$ cat config.mk
export PLATFORM = sky130hd
export DESIGN_NAME = link_fault_reporter
export DESIGN_NICKNAME = d
export VERILOG_FILES = /design/src/rtl/lfr_pkg.sv /design/src/rtl/lfr_col_detect.sv /design/src/rtl/lfr_col_mux.sv /design/src/rtl/lfr_stat_latch.sv /design/src/rtl/link_fault_reporter.sv
export SDC_FILE = /design/constraint.sdc
export NUM_CORES = 1
export LEC_CHECK = 0
export ABC_CLOCK_PERIOD_IN_PS = 3100
export BUFFER_PORTS_ARGS = -buffer_cell sky130_fd_sc_hd__buf_2
export CORE_MARGIN = 1.5
export CORE_UTILIZATION = 44
export CTS_BUF_LIST = sky130_fd_sc_hd__clkbuf_2 sky130_fd_sc_hd__clkbuf_4 sky130_fd_sc_hd__clkbuf_8
export CTS_CLUSTER_SIZE = 8
export DETAILED_ROUTE_END_ITERATION = 10
export PLACE_DENSITY = 0.88
export SKIP_CTS_REPAIR_TIMING = 1
export SYNTH_ARGS = -nofsm -noshare
export SYNTH_HDL_FRONTEND = slang
export SYNTH_SLANG_ARGS = --single-unit
$ cat constraint.sdc
create_clock -name clk -period 3.1 [get_ports clk]
set_input_delay 0.31 -clock clk [delete_from_list [all_inputs] [get_ports clk]]
set_output_delay 0.31 -clock clk [all_outputs]
set_load 0.1 [all_outputs]
$ cat src/rtl/lfr_pkg.sv
package lfr_pkg;
  localparam int LANES  = 4;
  localparam int BYTE_W = 8;
  localparam int SIDE_W = 2;
  localparam int LANE_W = BYTE_W + SIDE_W;

  localparam logic [BYTE_W-1:0] SEQ_CHAR    = 8'h9C;
  localparam logic [BYTE_W-1:0] CODE_LOCAL  = 8'h01;
  localparam logic [BYTE_W-1:0] CODE_REMOTE = 8'h02;

  // {side[1:0], data[7:0]} expected on a lane of a fault column
  function automatic logic [LANE_W-1:0] fault_lane(input int idx, input logic [BYTE_W-1:0] code);
    logic [LANE_W-1:0] v;
    if (idx == 0)              v = {2'b11, SEQ_CHAR};
    else if (idx == LANES - 1) v = {2'b00, code};
    else                       v = '0;
    return v;
  endfunction
endpackage

$ cat src/rtl/lfr_col_detect.sv
module lfr_col_detect
  import lfr_pkg::*;
(
  input  logic [LANES*BYTE_W-1:0] data_i,
  input  logic [LANES*SIDE_W-1:0] side_i,
  output logic                    is_local_o
);
  logic [LANES-1:0] lane_hit;

  for (genvar l = 0; l < LANES; l++) begin : g_lane
    localparam logic [LANE_W-1:0] TMPL = fault_lane(l, CODE_LOCAL);
    logic [LANE_W-1:0] lane_v;
    assign lane_v      = {side_i[l*SIDE_W +: SIDE_W], data_i[l*BYTE_W +: BYTE_W]};
    assign lane_hit[l] = (lane_v == TMPL);
  end

  assign is_local_o = &lane_hit;
endmodule

$ cat src/rtl/lfr_col_mux.sv
module lfr_col_mux
  import lfr_pkg::*;
(
  input  logic                    clk,
  input  logic                    rst,
  input  logic                    subst_i,
  input  logic [LANES*BYTE_W-1:0] data_i,
  input  logic [LANES*SIDE_W-1:0] side_i,
  output logic [LANES*BYTE_W-1:0] data_o,
  output logic [LANES*SIDE_W-1:0] side_o
);
  for (genvar l = 0; l < LANES; l++) begin : g_lane
    localparam logic [LANE_W-1:0] TMPL = fault_lane(l, CODE_LOCAL);
    always_ff @(posedge clk) begin
      if (rst) begin
        data_o[l*BYTE_W +: BYTE_W] <= '0;
        side_o[l*SIDE_W +: SIDE_W] <= '0;
      end else if (subst_i) begin
        data_o[l*BYTE_W +: BYTE_W] <= TMPL[BYTE_W-1:0];
        side_o[l*SIDE_W +: SIDE_W] <= TMPL[LANE_W-1:BYTE_W];
      end else begin
        data_o[l*BYTE_W +: BYTE_W] <= data_i[l*BYTE_W +: BYTE_W];
        side_o[l*SIDE_W +: SIDE_W] <= side_i[l*SIDE_W +: SIDE_W];
      end
    end
  end
endmodule

$ cat src/rtl/lfr_stat_latch.sv
module lfr_stat_latch #(
  parameter int REG_W    = 16,
  parameter int FLAG_BIT = 7
) (
  input  logic             clk,
  input  logic             rst,
  input  logic             set_i,
  input  logic             rd_i,
  output logic [REG_W-1:0] word_o
);
  logic flag_q;

  always_ff @(posedge clk) begin
    if (rst)       flag_q <= 1'b0;
    else if (rd_i) flag_q <= set_i;
    else           flag_q <= flag_q | set_i;
  end

  always_comb begin
    word_o           = '0;
    word_o[FLAG_BIT] = flag_q;
  end
endmodule

$ cat src/rtl/link_fault_reporter.sv
module link_fault_reporter
  import lfr_pkg::*;
#(
  parameter int AUX_W    = 2,
  parameter int REG_W    = 16,
  parameter int FLAG_BIT = 7
) (
  input  logic                    clk,
  input  logic                    rst,
  input  logic [LANES*BYTE_W-1:0] rx_data_i,
  input  logic [LANES*SIDE_W-1:0] rx_side_i,
  input  logic                    los_i,
  input  logic [AUX_W-1:0]        aux_fault_i,
  input  logic                    rd_dev_a_i,
  input  logic                    rd_dev_b_i,
  output logic [LANES*BYTE_W-1:0] out_data_o,
  output logic [LANES*SIDE_W-1:0] out_side_o,
  output logic [REG_W-1:0]        status_dev_a_o,
  output logic [REG_W-1:0]        status_dev_b_o
);
  localparam int MIRRORS = 2;

  logic             local_cond;
  logic             rx_local_col;
  logic             flag_set;
  logic [MIRRORS-1:0] rd_vec;
  logic [REG_W-1:0] words [MIRRORS];

  assign local_cond = los_i | (|aux_fault_i);

  lfr_col_detect u_det (
    .data_i     (rx_data_i),
    .side_i     (rx_side_i),
    .is_local_o (rx_local_col)
  );

  lfr_col_mux u_mux (
    .clk     (clk),
    .rst     (rst),
    .subst_i (local_cond),
    .data_i  (rx_data_i),
    .side_i  (rx_side_i),
    .data_o  (out_data_o),
    .side_o  (out_side_o)
  );

  assign flag_set = local_cond | rx_local_col;
  assign rd_vec   = {rd_dev_b_i, rd_dev_a_i};

  for (genvar m = 0; m < MIRRORS; m++) begin : g_mirror
    lfr_stat_latch #(.REG_W(REG_W), .FLAG_BIT(FLAG_BIT)) u_lat (
      .clk    (clk),
      .rst    (rst),
      .set_i  (flag_set),
      .rd_i   (rd_vec[m]),
      .word_o (words[m])
    );
  end

  assign status_dev_a_o = words[0];
  assign status_dev_b_o = words[1];
endmodule

Word-level counts from Yosys, hierarchy flattened
Index checks and enable logic that the tools add are counted.
- memory bits (read-only): 0
- register bits: 42
- input bits: 47
- memory bits (writable): 0
- bits in latches: 0
- word-level logic and storage cells: 28
- memories: 0
- order comparisons: 0
- multiplexer cells: 5
- shift operators: 0
- equal/unequal tests: 2
- reduce and logical (&&, ||, !) cells: 5
- bitwise logic cells: 4
- multipliers: 0
- divide/modulo/power cells: 0
- add/sub/neg operators: 0
- operators by type and width (operator ; number):
    10-bit zero test ; 2
    10-bit by 1-bit equality test with 1-bit output (second input constant) ; 1
    10-bit equality test (second input constant) ; 1
    8-bit 2-to-1 mux ; 1
    1-bit OR ; 4
    4-bit AND reduction ; 1
    2-bit OR reduction ; 2
    1-bit 2-to-1 mux ; 3
    2-bit 2-to-1 mux ; 1

Logic depth before layout (Yosys ltp)
Gate-level depths: netlist (run 1).
- word-level depth: 5
- mapped depth: 5
- depth with buffers taken out: 3

Modules after synthesis
A second synthesis (run 1) with hierarchy kept.
- cell total of the unflattened synthesis: 147
- area, all modules: 1830.5 µm²
- by module, submodules not included (module ; area an instance (µm²) ; cells an instance ; times used):
    lfr_col_mux ; 1358.8 ; 88 ; 1
    lfr_stat_latch ; 162.7 ; 21 ; 2
    lfr_col_detect ; 131.4 ; 15 ; 1
    link_fault_reporter ; 15.0 ; 2 ; 1

Least setup slack after synthesis (run 1)
Ideal clock, no wire load.
- path type: input -> register
- start: in los_i
- end: reg u_mux.data_o[0]
- data required time: 3041 ps
- arrival time: 1179 ps
- setup time: 59 ps
- cell stages on the path: 5
- slack: 1862 ps
- path buffers: 2
- cell sequence: or3_1 -> buf_4 -> nor2_8 -> buf_6 -> and2_1
- longest elaborated chain between the ends: 2
- RTL lines (element ; line ; text):
    start, declared ; link_fault_reporter.sv:12 ; input logic los_i,
    1-bit OR ; link_fault_reporter.sv:29 ; assign local_cond = los_i | (|aux_fault_i);
    2-bit OR reduction (no source line) ; - ;
    end signal, assigned by index ; lfr_col_mux.sv:19 ; data_o[l*BYTE_W +: BYTE_W] <= TMPL[BYTE_W-1:0];
    end signal, assigned by index ; lfr_col_mux.sv:22 ; data_o[l*BYTE_W +: BYTE_W] <= data_i[l*BYTE_W +: BYTE_W];
    end, declared ; lfr_col_mux.sv:9 ; output logic [LANES*BYTE_W-1:0] data_o,
No other way between the ends.
A chain may end at the register's enable or synchronous reset.

Final worst setup path (run 1)
- start: reg g_mirror[0].u_lat.flag_q
- end: out status_dev_a_o[7]
- RTL lines (element ; line ; text):
    start, declared ; lfr_stat_latch.sv:11 ; logic flag_q;
    start signal, assigned ; lfr_stat_latch.sv:15 ; else if (rd_i) flag_q <= set_i;
    start signal, assigned ; lfr_stat_latch.sv:16 ; else flag_q <= flag_q | set_i;
    end, declared ; link_fault_reporter.sv:18 ; output logic [REG_W-1:0] status_dev_a_o,
No word-level cell between the ends.

==> impl_summary.log, run 1 <==
[metrics] number of warnings reported in the yosys synthesis log: 0
[metrics] Via density: approximately 4.2
[metrics] area growth from synthesis to layout: 24.9%
[metrics] Boundary Pins: approximately 120
[metrics] maximum number of pins on one net before global-route repair: 34
[metrics] unique cell type count in the Yosys netlist: 18
[metrics] wire length of the first global-routing pass: between 4000 and 5000 microns
[metrics] number of instances in the synthesized netlist: approximately 150
[metrics] netlist area before placement: ~1600 sq um
[metrics] smallest setup slack after layout: around 1.6 ns
[metrics] clk_skew: 0 ns
[metrics] maximum capacitance violations: 0
[metrics] leakage dissipation: roughly 1.1 nW
[metrics] worst min-delay path category: input port to flip-flop
[metrics] Critical Path RT: 2.79 ns
[metrics] Clock Sink Count: 42
[metrics] antenna violations before repair: 0
[metrics] post-detailed-route count of antenna-violating nets: 0
[metrics] nature of the critical path startpoint: flip-flop
[metrics] buffers added on ports: 88
[metrics] buffer depth of the longest clock path: 2
[metrics] final RePlAce weighted congestion: between 0.7 and 0.8
[metrics] data arrival time of the critical path: ~1.1 ns
[metrics] nets@finish: between 200 and 300
[metrics] family of cells with the greatest summed delay on the critical path: buffers and inverters
[metrics] drt drc: 0
[metrics] CTS H-tree depth: 2
[metrics] setup slack at placement: approximately 1.5 ns
[metrics] residual overflow from global routing: 0
[metrics] minimum clock period after layout: around 1.5 ns
[metrics] Max Slew Vio Count: 0
[metrics] overall die width: between 60 and 70 microns
[metrics] combined buffer and inverter count along the critical path: 1
[metrics] core outline area: 3390 sq um
[metrics] count of inserted antenna diode cells: 0
[metrics] FP Rows: 21
[metrics] type of the setup path with the least slack: flip-flop to primary output
[metrics] mean instance size in the synthesized netlist: about 11 sq um
[metrics] total die area: ~4000 sq um
[metrics] wire length per cell after detailed routing: around 11 microns
[metrics] TritonRoute pass-1 iters: 4
[metrics] cell breakdown of the critical path: buf_2
[metrics] Clock Tree Root: clkbuf_4
[metrics] total setup violations reported at the end of the flow: 0
[metrics] biggest fanout along the worst timing path: 2
[metrics] count of endpoints failing hold in the final timing report: 0
[metrics] highest clock frequency the design can meet: 690 MHz
[metrics] nature of the critical path endpoint: primary output
[metrics] fraction of layout instances using a drive strength above 1: a little over two fifths
[metrics] vias in the first global route: between 1000 and 1500
[metrics] DPL Wire Length: roughly 2400 microns
[metrics] total number of vias: ~1200
[metrics] slowest stage cell on the critical path: buf_2
[metrics] Final Routed Wirelength: around 3000 microns
[metrics] clock latency reported for the late side of the worst-skew pair: 0.35 ns
[metrics] total routing resource utilization after global routing: ~15%
[metrics] Peak supply drop: 220 uV
[metrics] PwrDens: roughly 630 nW/um^2
[metrics] clock transition time at the flip-flop clock pins of the worst setup and hold paths: ~0.12 ns
[metrics] Num CTS Buffers: 5
[metrics] aggregate negative setup slack: 0 ns
[metrics] period utilization: 46.8%
[metrics] clock tree from TritonCTS: built
[metrics] height of the die: 63.0 microns
[metrics] initial DRC count: between 40 and 50
[metrics] fillcell total: 312
[metrics] status: complete, no violations
[metrics] Worst path max stage delay: approximately 0.43 ns
[metrics] RSZ-0062 raised after global routing: no
[metrics] post-synthesis register bit count: 42
[metrics] Starting Density: a little under half
[metrics] sequential area share after synthesis: a little over half
logic make-up after synthesis:
kind of cell,after synthesis,share of synthesized area (%)
AO/OA/AOI/OAI,4,2.37
buffers and inverters,37,18.5
flip-flops,42,53.0
other,1,0.236
AND/OR/NAND/NOR,65,25.9
layer usage:
metal	track usage [%]	wire length (microns)
met1	15.4	1090
met2	27.0	1520
met3	7.21	358
met4	7.50	53
met5	0	0
registers in the layout, indices dropped and copies added (netlist names):
signal and flops:
u_mux.side_o 8, u_mux.data_o 32, g_mirror.u_lat.flag_q 2
power breakdown:
group / leakage [nW] / internal, mW / total (mW) / switching [mW]
Combinational: 0.674 / 0.0424 / 0.339 / 0.297
Clock: 0.0443 / 0.188 / 0.353 / 0.165
Sequential: 0.343 / 0.554 / 0.558 / 0.00370
worst paths after layout:
path,endpoint,slack (ns),cells after the start,from
setup / recovery,status_dev_a_o[7],1.65,1,g_mirror[0].u_lat.flag_q
hold / removal,u_mux.data_o[30],0.16,2,rx_data_i[30]
setup reg to reg,g_mirror[0].u_lat.flag_q,2.33,3,g_mirror[0].u_lat.flag_q
hold reg to reg,g_mirror[1].u_lat.flag_q,0.65,3,g_mirror[1].u_lat.flag_q
final cells by class:
type | count | area (sq um) | area share (%)
flip-flops and latches | 42 | 841 | 42.4
multi-input cells | 99 | 562 | 28.3
repair buffers | 88 | 440 | 22.2
well taps | 46 | 57.6 | 2.90
clock buffers | 6 | 51.3 | 2.59
clock inverters | 1 | 30.0 | 1.52
cells in the mapped netlist, drive strengths merged:
master	number	area share, %
dfxtp	42	53
buf	37	18
and2	33	13
nor2	15	4.6
nor4	4	1.6
nor4b	4	3.2
nor2b	3	1.2
nand4	2	0.79
o21bai	2	1.4
o31ai	2	0.95
conb	1	0.24
nand3	1	0.32
nor3	1	0.32
nor4bb	1	0.63
or3	1	0.39
cell usage in the layout (no fill, tap or decap):
cell type and instances:
nor4_1 4, or3_1 1, bufinv_16 1, nor4bb_1 1
nand4_1 2, nor4b_1 3, nor2b_1 3, nand3_1 1
and2_1 33, nor2_1 14, clkbuf_4 5, o31ai_1 2
buf_2 88, dfxtp_1 42, conb_1 30, nor3_1 1
clkbuf_8 1, o21bai_2 2, nor2_8 1, nor4b_4 1
stage by stage:
step                power [mW]  hold slack, ns  util [%]  cells  cell area, sq um
floorplan                0.892           0.431         -    178              1700
global placement         0.908           0.527      56.1    275              1900
detailed placement       0.910           0.529      56.1    275              1900
CTS                       1.26           0.158      58.5    282              1980
global route              1.30           0.145      58.5    282              1980
finish                    1.25           0.165      58.5    282              1980
Power figures use the tool's default switching activity.
==> run 2, diff against run 1 <==
ABC_CLOCK_PERIOD_IN_PS = 1400   (was 3100)
CORE_UTILIZATION = 41   (was 44)
PLACE_DENSITY = 0.83   (was 0.88)
clock period = 1.4 ns   (was 3.1 ns; I/O delays follow)
==> run 2 against run 1 <==
  * Combinational power rose by 120%
  * Core utilization down 3.4 points
  * Die area grew 7.0%
  * Critical endpoint is now status_dev_b_o[7]
  * Largest cell class unchanged
  * Highest routed layer unchanged
==> impl_summary.log, run 2 (synthesis results as in run 1) <==
[metrics] Clock Tree Root: clkbuf_8
[metrics] highest clock frequency the design can meet: 849 MHz
[metrics] cell internal pwr: 1.89 mW (+140%)
[metrics] commonest cells after routing, fill and taps aside: 88 x buf_2, 42 x dfxtp_1, 33 x and2_1
[metrics] final RePlAce weighted congestion: 0.667 (-8.8%)
[metrics] logic depth of the worst path, buffers included: 1 (unchanged)
[metrics] Boundary Pins: 119 (unchanged)
[metrics] largest registers in the final layout: u_mux.data_o (32), u_mux.side_o (8), g_mirror.u_lat.flag_q (2)
[metrics] cell count after placement: 279 (+1.5%)
[metrics] slowest stage cell on the critical path: buf_2
[metrics] initial DRC count: 79 (+61%)
[metrics] maximum number of pins on one net before global-route repair: 34 (unchanged)
[metrics] Starting Density: 43.0% (-3.8 points)
[metrics] endpoint of the most critical register-to-register path: g_mirror[1].u_lat.flag_q
[metrics] PwrDens: 1440 nW/um^2 (+130%)
[metrics] total routing resource utilization after global routing: 14.3% (-1.2 points)
[metrics] minimum setup slack among reg-to-reg paths: 0.66 ns (-1.67 ns)
[metrics] count of endpoints failing hold in the final timing report: 0 (unchanged)
[metrics] Design Power: 2.93 mW (+130%)
[metrics] startpoint of the worst register-to-register path: g_mirror[1].u_lat.flag_q
[metrics] sequential fraction of design power: 42.1% (-2.5 points)
[metrics] Final Routed Wirelength: 2980 microns (-1.6%)
[metrics] register bank with the most flops: u_mux.data_o
[metrics] final core utilization: 55.1% (-3.4 points)
[metrics] combined buffer and inverter count along the critical path: 1 (unchanged)
[metrics] Critical Path RT: 1.26 ns (-1.53 ns)
[metrics] core outline area: 3690 sq um (+8.8%)
[metrics] overall die width: 65.2 microns (+3.4%)
[metrics] nature of the critical path endpoint: primary output
[metrics] RSZ-0062 raised after global routing: no
[metrics] fillcell total: 338 (+8.3%)
[metrics] Num CTS Buffers: 5 (unchanged)
[metrics] depth of the worst register-to-register path: 3 (unchanged)
[metrics] number of standard cells in the layout, taps in and fillers out: 286 (+1.4%)
[metrics] period utilization: around 84%
[metrics] Min-Delay Startpoint: rx_data_i[20]
[metrics] buffer depth of the longest clock path: 2 (unchanged)
[metrics] vias in the first global route: 1028 (-0.19%)
[metrics] leakage dissipation: 1.08 nW (+2.1%)
[metrics] cell area reported after detailed placement: 1920 sq um (+0.92%)
[metrics] status: complete, no violations
[metrics] cell area after layout: 2030 sq um (+2.5%)
[metrics] post-detailed-route count of antenna-violating nets: 0 (unchanged)
[metrics] minimum clock period after layout: 1.18 ns
[metrics] antenna violations before repair: 0 (unchanged)
[metrics] fraction of layout instances using a drive strength above 1: 42.4% (+0.49 points)
[metrics] worst hold slack across all endpoints: 0.0685 ns (-0.0960 ns)
[metrics] total die area: 4250 sq um (+7.0%)
[metrics] commonest non-fill, non-tap cell in the layout: buf_2
[metrics] height of the die: 65.2 microns (+3.4%)
[metrics] worst min-delay path category: input port to flip-flop
[metrics] critical path launch point: g_mirror[1].u_lat.flag_q
[metrics] clock network fraction of design power: 32.0% (+3.8 points)
[metrics] drt drc: 0 (unchanged)
[metrics] total number of vias: 1189 (+0.25%)
[metrics] Peak supply drop: 486 uV (+120%)
[metrics] Met1 Routed Length: 1120 microns (+2.5%)
[metrics] Clock Sink Count: 42 (unchanged)
[metrics] Switch Pwr: 1.04 mW (+120%)
[metrics] wire length of the first global-routing pass: 4550 microns (-0.13%)
[metrics] cell breakdown of the critical path: buf_2
[metrics] number of flip-flops in the largest register: 32 (unchanged)
[metrics] Via density: 4.16 (-1.1%)
[metrics] clk_skew: 0 ns (unchanged)
[metrics] clock transition time at the flip-flop clock pins of the worst setup and hold paths: 0.07 ns (-0.05 ns)
[metrics] data arrival time of the critical path: 1.04 ns (-0.10 ns)
[metrics] wire length per cell after detailed routing: 10.4 microns (-3.0%)
[metrics] setup slack at placement: 0.127 ns (-1.36 ns)
[metrics] aggregate negative setup slack: 0 ns (unchanged)
[metrics] amount of wire on met3 after detailed routing: 420 microns (+17%)
[metrics] switching portion of total power: 35.3% (-1.9 points)
[metrics] nature of the critical path startpoint: flip-flop
[metrics] Top Metal Used: met4
[metrics] biggest fanout along the worst timing path: 2 (unchanged)
[metrics] smallest setup slack after layout: 0.223 ns (-1.43 ns)
[metrics] nets@finish: 285 (+0.71%)
[metrics] type of the setup path with the least slack: flip-flop to primary output
[metrics] DPL Wire Length: 2350 microns (-3.2%)
[metrics] clock tree from TritonCTS: built
[metrics] FP Rows: 22 (+4.8%)
[metrics] Max Slew Vio Count: 0 (unchanged)
[metrics] Worst path max stage delay: 0.42 ns (about the same)
[metrics] clock latency reported for the late side of the worst-skew pair: 0.28 ns (-0.07 ns)
[metrics] count of inserted antenna diode cells: 0 (unchanged)
[metrics] maximum capacitance violations: 0 (unchanged)
[metrics] residual overflow from global routing: 0 (unchanged)
[metrics] TritonRoute pass-1 iters: 4 (unchanged)
[metrics] area growth from synthesis to layout: 28.0%
[metrics] CP endpoint: status_dev_b_o[7]
[metrics] buffers added on ports: 88 (unchanged)
[metrics] routed wire length on met2: 1380 microns (-9.3%)
[metrics] total setup violations reported at the end of the flow: 0 (unchanged)
[metrics] fraction of power consumed by combinational cells: 25.8% (-1.3 points)
[metrics] family of cells with the greatest summed delay on the critical path: buffers and inverters
[metrics] CTS H-tree depth: 2 (unchanged)
-- run 2: cell count changes in the layout (fill, tap and decap cells not counted) --
cell,delta
clkbuf_4,-5
clkbuf_8,+5
buf_4,+2
-- run 2: final cells by class --
class | count | area, sq um | share of cell area [%]
multi-input combinational | 99 | 562 | 27.7
sequential | 42 | 841 | 41.4
tap | 48 | 60.1 | 2.96
timing repair buffer | 90 | 455 | 22.4
clock buffer | 6 | 82.6 | 4.07
clock inverter | 1 | 30.0 | 1.48
-- run 2: power groups by stage --
stage / Sequential [mW] / Clock, mW / Combinational [mW]
2_1_floorplan: 1.47 / 0 / 0.504
3_3_place_gp: 1.26 / 0 / 0.754
3_5_place_dp: 1.26 / 0 / 0.757
4_1_cts: 1.23 / 0.960 / 0.758
5_1_grt: 1.24 / 1.02 / 0.780
6_report: 1.23 / 0.938 / 0.757
-- run 2: how the worst min path moves through the flow --
stage	to	slack (ns)	cells past startpoint
6_report	u_mux.data_o[20]	0.07	2
5_1_grt	u_mux.data_o[27]	0.06	2
4_1_cts	u_mux.data_o[5]	0.06	2
3_5_place_dp	u_mux.data_o[10]	0.36	2
3_3_place_gp	u_mux.data_o[17]	0.36	2
2_1_floorplan	u_mux.data_o[24]	0.26	2
-- run 2: routing by layer --
layer	up-vias	track usage, %
met3	6	5.99
met4	0	7.29
met2	81	25.4
met5	-	0
li1	587	-
met1	515	14.3
